`src/rtl/cbc_pkg.sv`:
```
package cbc_pkg;

   typedef enum logic [2:0] {
      ST_IDLE = 3'd0,
      ST_PRE  = 3'd1,
      ST_DATA = 3'd2,
      ST_JAM  = 3'd3,
      ST_BACK = 3'd4
   } cbc_state_e;

   // Preamble bytes go out least significant bit first: 0x55 gives 1,0,1,0...
   // and the closing 0xD5 gives the same run with a final 1.
   function automatic logic preamble_bit(input int unsigned idx, input int unsigned total);
      if (idx == total - 1)
         return 1'b1;
      return ((idx % 2) == 0) ? 1'b1 : 1'b0;
   endfunction

   function automatic int unsigned cap_exp(input int unsigned n, input int unsigned cap);
      return (n < cap) ? n : cap;
   endfunction

endpackage

```
`src/rtl/cbc_slot_timer.sv`:
```
module cbc_slot_timer #(
   parameter int unsigned SLOT_BITS = 512
) (
   input  logic clk,
   input  logic rst_n,
   input  logic restart,
   input  logic advance,
   output logic in_window
);
   localparam int unsigned CW = $clog2(SLOT_BITS + 1);
   localparam logic [CW-1:0] SAT = CW'(SLOT_BITS);

   logic [CW-1:0] cnt_q;

   always_ff @(posedge clk or negedge rst_n) begin
      if (!rst_n)
         cnt_q <= '0;
      else if (restart)
         cnt_q <= '0;
      else if (advance && (cnt_q != SAT))
         cnt_q <= cnt_q + 1'b1;
   end

   assign in_window = (cnt_q < SAT);
endmodule

```
`src/rtl/cbc_lfsr.sv`:
```
module cbc_lfsr #(
   parameter int unsigned      LFSR_W = 16,
   parameter int unsigned      OUT_W  = 10,
   parameter logic [31:0]      SEED   = 32'h0000_ACE1
) (
   input  logic             clk,
   input  logic             rst_n,
   output logic [OUT_W-1:0] rnd
);
   logic [LFSR_W-1:0] s_q;
   logic              fb;

   generate
      if (LFSR_W == 16) begin : g_w16
         assign fb = s_q[15] ^ s_q[13] ^ s_q[12] ^ s_q[10];
      end else if (LFSR_W == 24) begin : g_w24
         assign fb = s_q[23] ^ s_q[22] ^ s_q[21] ^ s_q[16];
      end else if (LFSR_W == 32) begin : g_w32
         assign fb = s_q[31] ^ s_q[21] ^ s_q[1] ^ s_q[0];
      end else begin : g_bad_width
         $error("cbc_lfsr: LFSR_W must be 16, 24 or 32");
      end
      if (OUT_W > LFSR_W) begin : g_bad_out
         $error("cbc_lfsr: OUT_W exceeds LFSR_W");
      end
      if (SEED[LFSR_W-1:0] == '0) begin : g_bad_seed
         $error("cbc_lfsr: SEED must be nonzero in the low LFSR_W bits");
      end
   endgenerate

   always_ff @(posedge clk or negedge rst_n) begin
      if (!rst_n)
         s_q <= SEED[LFSR_W-1:0];
      else
         s_q <= {s_q[LFSR_W-2:0], fb};
   end

   assign rnd = s_q[OUT_W-1:0];
endmodule

```
`src/rtl/cbc_backoff_timer.sv`:
```
module cbc_backoff_timer #(
   parameter int unsigned SLOT_BITS   = 512,
   parameter int unsigned BACKOFF_CAP = 10
) (
   input  logic                   clk,
   input  logic                   rst_n,
   input  logic                   load,
   input  logic [BACKOFF_CAP-1:0] slots,
   input  logic                   run,
   output logic                   expired
);
   localparam int unsigned BW = $clog2(SLOT_BITS) + BACKOFF_CAP + 1;

   logic [BW-1:0] cnt_q;
   logic [BW-1:0] load_val;

   assign load_val = BW'(slots) * BW'(SLOT_BITS);

   always_ff @(posedge clk or negedge rst_n) begin
      if (!rst_n)
         cnt_q <= '0;
      else if (load)
         cnt_q <= load_val;
      else if (run && (cnt_q != '0))
         cnt_q <= cnt_q - 1'b1;
   end

   assign expired = (cnt_q == '0);
endmodule

```
`src/rtl/col_backoff_ctrl.sv`:
```
module col_backoff_ctrl
   import cbc_pkg::*;
#(
   parameter int unsigned SLOT_BITS     = 512,
   parameter int unsigned PRE_BYTES     = 8,
   parameter int unsigned JAM_BITS      = 32,
   parameter int unsigned ATTEMPT_LIMIT = 16,
   parameter int unsigned BACKOFF_CAP   = 10,
   parameter int unsigned LFSR_W        = 16,
   parameter logic [31:0] LFSR_SEED     = 32'h0000_ACE1
) (
   input  logic                             clk,
   input  logic                             rst_n,
   input  logic                             tx_start,
   input  logic                             tx_done,
   input  logic                             col_det,
   input  logic                             rtx_ack,
   output logic                             line_en,
   output logic                             line_bit,
   output logic                             mac_sel,
   output logic                             rtx_req,
   output logic                             txe,
   output logic                             tx_ok,
   output logic                             st_owc,
   output logic                             st_exc,
   output logic [$clog2(ATTEMPT_LIMIT)-1:0] attempt_cnt,
   output logic [BACKOFF_CAP-1:0]           backoff_slots
);
   localparam int unsigned PRE_BITS = PRE_BYTES * 8;
   localparam int unsigned SEQ_MAX  = (PRE_BITS > JAM_BITS) ? PRE_BITS : JAM_BITS;
   localparam int unsigned IDX_W    = $clog2(SEQ_MAX);
   localparam int unsigned ATT_W    = $clog2(ATTEMPT_LIMIT);
   localparam logic [IDX_W-1:0] PRE_LAST = IDX_W'(PRE_BITS - 1);
   localparam logic [IDX_W-1:0] JAM_LAST = IDX_W'(JAM_BITS - 1);
   localparam logic [ATT_W:0]   ATT_STOP = (ATT_W + 1)'(ATTEMPT_LIMIT);

   generate
      if (PRE_BITS > SLOT_BITS) begin : g_bad_slot
         $error("col_backoff_ctrl: preamble must fit inside one slot");
      end
      if (ATTEMPT_LIMIT < 2) begin : g_bad_limit
         $error("col_backoff_ctrl: ATTEMPT_LIMIT must be at least 2");
      end
      if (BACKOFF_CAP < 1 || BACKOFF_CAP > LFSR_W) begin : g_bad_cap
         $error("col_backoff_ctrl: BACKOFF_CAP out of range");
      end
      if (JAM_BITS < 2 || PRE_BYTES < 1) begin : g_bad_seq
         $error("col_backoff_ctrl: jam and preamble lengths too short");
      end
   endgenerate

   cbc_state_e       state_q, state_d;
   logic [IDX_W-1:0] idx_q;
   logic             col_pend_q, owc_pend_q, ack_seen_q;
   logic [ATT_W-1:0] att_q;
   logic             st_owc_q, st_exc_q, txe_q, tx_ok_q;
   logic [BACKOFF_CAP-1:0] slots_q;

   logic             in_window, bo_expired, enter_pre;
   logic             pre_last, jam_last;
   logic             frame_ok, abort_owc, abort_exc, back_load;
   logic [ATT_W:0]   att_next;
   logic [BACKOFF_CAP-1:0] lfsr_bits, draw_mask, draw_val;
   int unsigned      draw_exp;

   cbc_slot_timer #(
      .SLOT_BITS (SLOT_BITS)
   ) u_slot (
      .clk       (clk),
      .rst_n     (rst_n),
      .restart   (enter_pre),
      .advance   ((state_q == ST_PRE) || (state_q == ST_DATA)),
      .in_window (in_window)
   );

   cbc_lfsr #(
      .LFSR_W (LFSR_W),
      .OUT_W  (BACKOFF_CAP),
      .SEED   (LFSR_SEED)
   ) u_rng (
      .clk   (clk),
      .rst_n (rst_n),
      .rnd   (lfsr_bits)
   );

   cbc_backoff_timer #(
      .SLOT_BITS   (SLOT_BITS),
      .BACKOFF_CAP (BACKOFF_CAP)
   ) u_backoff (
      .clk     (clk),
      .rst_n   (rst_n),
      .load    (back_load),
      .slots   (draw_val),
      .run     (state_q == ST_BACK),
      .expired (bo_expired)
   );

   assign att_next = (ATT_W + 1)'(att_q) + (ATT_W + 1)'(1);
   assign pre_last = (state_q == ST_PRE) && (idx_q == PRE_LAST);
   assign jam_last = (state_q == ST_JAM) && (idx_q == JAM_LAST);

   always_comb begin
      draw_exp = cap_exp(int'(att_next), BACKOFF_CAP);
      for (int b = 0; b < BACKOFF_CAP; b++)
         draw_mask[b] = (b < int'(draw_exp));
      draw_val = lfsr_bits & draw_mask;
   end

   always_comb begin
      state_d   = state_q;
      frame_ok  = 1'b0;
      abort_owc = 1'b0;
      abort_exc = 1'b0;
      back_load = 1'b0;
      unique case (state_q)
         ST_IDLE: begin
            if (tx_start)
               state_d = ST_PRE;
         end
         ST_PRE: begin
            if (pre_last)
               state_d = (col_pend_q || col_det) ? ST_JAM : ST_DATA;
         end
         ST_DATA: begin
            if (col_det) begin
               state_d = ST_JAM;
            end else if (tx_done) begin
               state_d  = ST_IDLE;
               frame_ok = 1'b1;
            end
         end
         ST_JAM: begin
            if (jam_last) begin
               if (owc_pend_q) begin
                  state_d   = ST_IDLE;
                  abort_owc = 1'b1;
               end else if (att_next == ATT_STOP) begin
                  state_d   = ST_IDLE;
                  abort_exc = 1'b1;
               end else begin
                  state_d   = ST_BACK;
                  back_load = 1'b1;
               end
            end
         end
         ST_BACK: begin
            if (bo_expired && (ack_seen_q || rtx_ack))
               state_d = ST_PRE;
         end
         default: state_d = ST_IDLE;
      endcase
   end

   assign enter_pre = (state_d == ST_PRE) && (state_q != ST_PRE);

   always_ff @(posedge clk or negedge rst_n) begin
      if (!rst_n) begin
         state_q    <= ST_IDLE;
         idx_q      <= '0;
         col_pend_q <= 1'b0;
         owc_pend_q <= 1'b0;
         ack_seen_q <= 1'b0;
         att_q      <= '0;
         st_owc_q   <= 1'b0;
         st_exc_q   <= 1'b0;
         txe_q      <= 1'b0;
         tx_ok_q    <= 1'b0;
         slots_q    <= '0;
      end else begin
         state_q <= state_d;

         if (state_d != state_q)
            idx_q <= '0;
         else if ((state_q == ST_PRE) || (state_q == ST_JAM))
            idx_q <= idx_q + 1'b1;

         if (enter_pre)
            col_pend_q <= 1'b0;
         else if ((state_q == ST_PRE) && col_det)
            col_pend_q <= 1'b1;

         if (enter_pre)
            owc_pend_q <= 1'b0;
         else if (col_det && (((state_q == ST_PRE) && !col_pend_q) || (state_q == ST_DATA)))
            owc_pend_q <= !in_window;

         if (back_load)
            ack_seen_q <= 1'b0;
         else if ((state_q == ST_BACK) && rtx_ack)
            ack_seen_q <= 1'b1;

         if (frame_ok || abort_owc || abort_exc)
            att_q <= '0;
         else if (back_load)
            att_q <= att_next[ATT_W-1:0];

         if ((state_q == ST_IDLE) && tx_start) begin
            st_owc_q <= 1'b0;
            st_exc_q <= 1'b0;
         end else begin
            if (abort_owc) st_owc_q <= 1'b1;
            if (abort_exc) st_exc_q <= 1'b1;
         end

         txe_q   <= abort_owc || abort_exc;
         tx_ok_q <= frame_ok;

         if (back_load)
            slots_q <= draw_val;
      end
   end

   always_comb begin
      line_en  = (state_q == ST_PRE) || (state_q == ST_DATA) || (state_q == ST_JAM);
      line_bit = 1'b0;
      if (state_q == ST_PRE)
         line_bit = preamble_bit(int'(idx_q), PRE_BITS);
      else if (state_q == ST_JAM)
         line_bit = 1'b1;
   end

   assign mac_sel       = (state_q == ST_DATA);
   assign rtx_req       = (state_q == ST_BACK) && !ack_seen_q;
   assign txe           = txe_q;
   assign tx_ok         = tx_ok_q;
   assign st_owc        = st_owc_q;
   assign st_exc        = st_exc_q;
   assign attempt_cnt   = att_q;
   assign backoff_slots = slots_q;
endmodule

```
`config.mk`:
```
export PLATFORM = sky130hd
export DESIGN_NAME = col_backoff_ctrl
export DESIGN_NICKNAME = d
export VERILOG_FILES = /design/src/rtl/cbc_pkg.sv /design/src/rtl/cbc_slot_timer.sv /design/src/rtl/cbc_lfsr.sv /design/src/rtl/cbc_backoff_timer.sv /design/src/rtl/col_backoff_ctrl.sv
export SDC_FILE = /design/constraint.sdc
export NUM_CORES = 1
export LEC_CHECK = 0
export ABC_AREA = 1
export ABC_CLOCK_PERIOD_IN_PS = 2450
export CAP_MARGIN = 10
export CORE_ASPECT_RATIO = 1.75
export CORE_MARGIN = 10
export CORE_UTILIZATION = 63
export CTS_CLUSTER_DIAMETER = 150
export DETAILED_ROUTE_END_ITERATION = 8
export DONT_BUFFER_PORTS = 1
export GPL_ROUTABILITY_DRIVEN = 0
export PLACE_DENSITY = 0.87
export SETUP_SLACK_MARGIN = 0.15
export SLEW_MARGIN = 15
export SYNTH_ARGS = -nofsm -noshare
export SYNTH_HDL_FRONTEND = slang
export SYNTH_SLANG_ARGS = --single-unit
```
`constraint.sdc`:
```
create_clock -name clk -period 2.45 [get_ports clk]
set_clock_uncertainty 0.1 [all_clocks]
set_input_delay 0 -clock clk [delete_from_list [all_inputs] [get_ports clk]]
set_output_delay 0 -clock clk [all_outputs]
set_load 0.02 [all_outputs]
```
==> results.tsv <==
metric	value	unit
end_kind	flop	
die_area	10000	um^2
grt_use_total	0.187	
relSlewSlack	0.630	
first_pass_iters	6	
worst_pin_slew	0.552	ns
peakVddDrop	0.540	mV
syn_nets	477	
ant_nets	0	
rr_startpoint	attempt_cnt[1]	
grt_setup_unrepaired	true	
clock_latency	0.37	ns
critPathLaunchType	flop	
nets	492	
p_per_area	646	nW/um^2
finalSetupViolations	0	
cp_max_fo	37	
synth.area.top_cells	dfrtp_1 43%, nand2_1 7.9%, dfstp_2 5.3%	
initial_core_util	0.643	
synth_cell_types	36	
cts_buffer_depth	2	
worstPathCellList	ha_1 > nand2_2 > nor2_4 > nand2_2 > nor2_4 > nor2_2 > nand2_8 > nand4_1 > nor2_2 > buf_4 > a21oi_1	
critPathKind	flop to flop	
critical_path.max_stage_delay	0.47	ns
cts-root-buf	clkbuf_8	
io_buffers	0	
synth.avg_cell_area	8.57	um^2
synth-seq-cells	76	
synth.top_cell.area_share	0.428	
vias_per_cell	5.72	
antennaDiodeCount	0	
yosysTopAreaCell	dfrtp_1	
layout_commonest_cell	nand2_1	
ios	28	
drc	0	
grt_pass1_wl	14800	um
r2r_end	owc_pend_q	
rows	38	
required	2.59	ns
cts-buffers-inserted	9	
rr_worst_depth	11	
arrival	2.35	ns
grt_overflow	0	
place_hpwl	6430	um
maxCapViolCount	0	
layout_common_cells	84 x nand2_1, 66 x dfrtp_1, 53 x nor2_1	
hold_class	primary input to flop	
rrSetupSlack	0.24	ns
grt_start_max_net_pins	77	
drive_gt1_frac	0.188	
synth_cells	464	
pre_cts_ws	0.184	ns
cts_tree	built	
fin_ws	0.243	ns
hold_viol_final	0	
htreeDepth	3	
power	2820	uW
status	complete, no violations	
first_iter_violations	300	
synth_warnings	0	
finalCritPeriodShare	0.901	
fp.coreArea	6180	um^2
syn_area	3980	um^2
routed_wl	9010	um
slew_viol_final	0	
yosysSeqAreaShare	0.481	
hold_start	col_det	
clock-sinks	76	
vias	3225	
path_buf_inv	1	
max_freq	453	MHz
p_leak	0.00219	uW
critPathTopFamily	simple AND/OR/NAND/NOR gates	
cpMaxStageDelayCell	dfrtp_2	
holdPathStages	8	
wl_per_cell	16.0	um
clk_pin_slew	0.07	ns
period_needed	2.21	ns
tns	0	ns
die_width	80.0	um
area_delta_synth_final	9.92	%
min_to	state_q[0]	
grt_pass1_vias	3249	
antenna_found_initial	0	
dieHeight	125	um
-- worst reg2reg max path, delay by kind of cell, from the launching register on --
family	cells	cell delay, ns
AND/OR/NAND/NOR	8	0.99
flip-flops	1	0.47
adder cells (fa/ha/maj)	1	0.24
buffers and inverters	1	0.23
AO/OA/AOI/OAI	1	0.07
-- metal layers --
metal  up-vias  wire [um]  global-route usage  part of all wire
met3        30        504              0.0509             0.056
li1       1532          -                   -                 -
met5         -          0                   0                 0
met4         0        393               0.122             0.044
met1      1546       3130               0.187              0.35
met2       117       4980               0.323              0.55
-- through the flow --
stage / hold WS (ns) / utilization / area, um^2 / cells
floorplan: -0.396 / - / 3980 / 464
global placement: -0.393 / 0.654 / 4040 / 539
detailed placement: -0.393 / 0.654 / 4040 / 539
CTS: 0.00116 / 0.702 / 4340 / 561
global route: 0.0775 / 0.707 / 4370 / 564
finish: 0.0134 / 0.707 / 4370 / 564
-- layout make-up --
type / count / area [um^2]
inverters: 56 / 218
clock inverters: 3 / 42.5
multi-input cells: 324 / 1790
clock buffers: 13 / 179
flip-flops and latches: 76 / 1910
fillers: 495 / 1810
well taps: 80 / 100
repair buffers: 12 / 123
-- flip-flops by register name, summed over array words and instances, names as in the netlist --
| register | count |
|---|---|
| txe | 1 |
| attempt_cnt | 4 |
| col_pend_q | 1 |
| u_backoff.cnt_q | 20 |
| tx_ok | 1 |
| owc_pend_q | 1 |
| idx_q | 6 |
| state_q | 3 |
| st_exc | 1 |
| st_owc | 1 |
| backoff_slots | 10 |
| ack_seen_q | 1 |
| u_rng.s_q | 16 |
| u_slot.cnt_q | 10 |
-- Yosys cell counts (all sizes together) --
cell type and number:
dfrtp 68, o211ai 2, dfstp 8, ha 7, nor2 80, xnor2 5, xor2 16, inv 55
o22ai 3, buf 8, nor3 5, o21ai 23, o21a 3, clkinv 1, or2 3, nand4 15
a21oi 13, nand2 96, nand3 45, and3 1, a31oi 7
-- worst max path at each step --
stage	from	to	cells past startpoint
6_report	attempt_cnt[1]	owc_pend_q	11
5_1_grt	attempt_cnt[1]	owc_pend_q	11
4_1_cts	attempt_cnt[1]	owc_pend_q	11
3_5_place_dp	attempt_cnt[1]	owc_pend_q	11
3_3_place_gp	attempt_cnt[1]	owc_pend_q	11
2_1_floorplan	attempt_cnt[1]	u_slot.cnt_q[4]	11
-- cells by family (layout without fill, tap and decap cells) --
logic type	after synthesis	in the layout	share of synthesized area
compound gates	51	51	0.0715
xor+xnor	21	21	0.0463
fa+ha+maj	7	7	0.0220
buf+inv	64	84	0.0680
flops	76	76	0.481
simple gates	245	245	0.311
-- power breakdown --
group          leakage, uW  internal, uW  switching, uW
Clock             0.000112           580            465
Combinational      0.00108           146            206
Sequential        0.000993          1330           90.5
Total              0.00219          2060            761
-- repair_timing --
| action | in CTS | in global routing |
|---|---|---|
| hold endpoints to repair | 85 | 0 |
| resized for setup | 0 | 3 |
| endpoints found under the setup margin | 0 | 26 |
| setup buffers | 0 | 3 |
| hold buffers | 6 | 0 |
No activity file was read; power rests on OpenSTA's default activity.
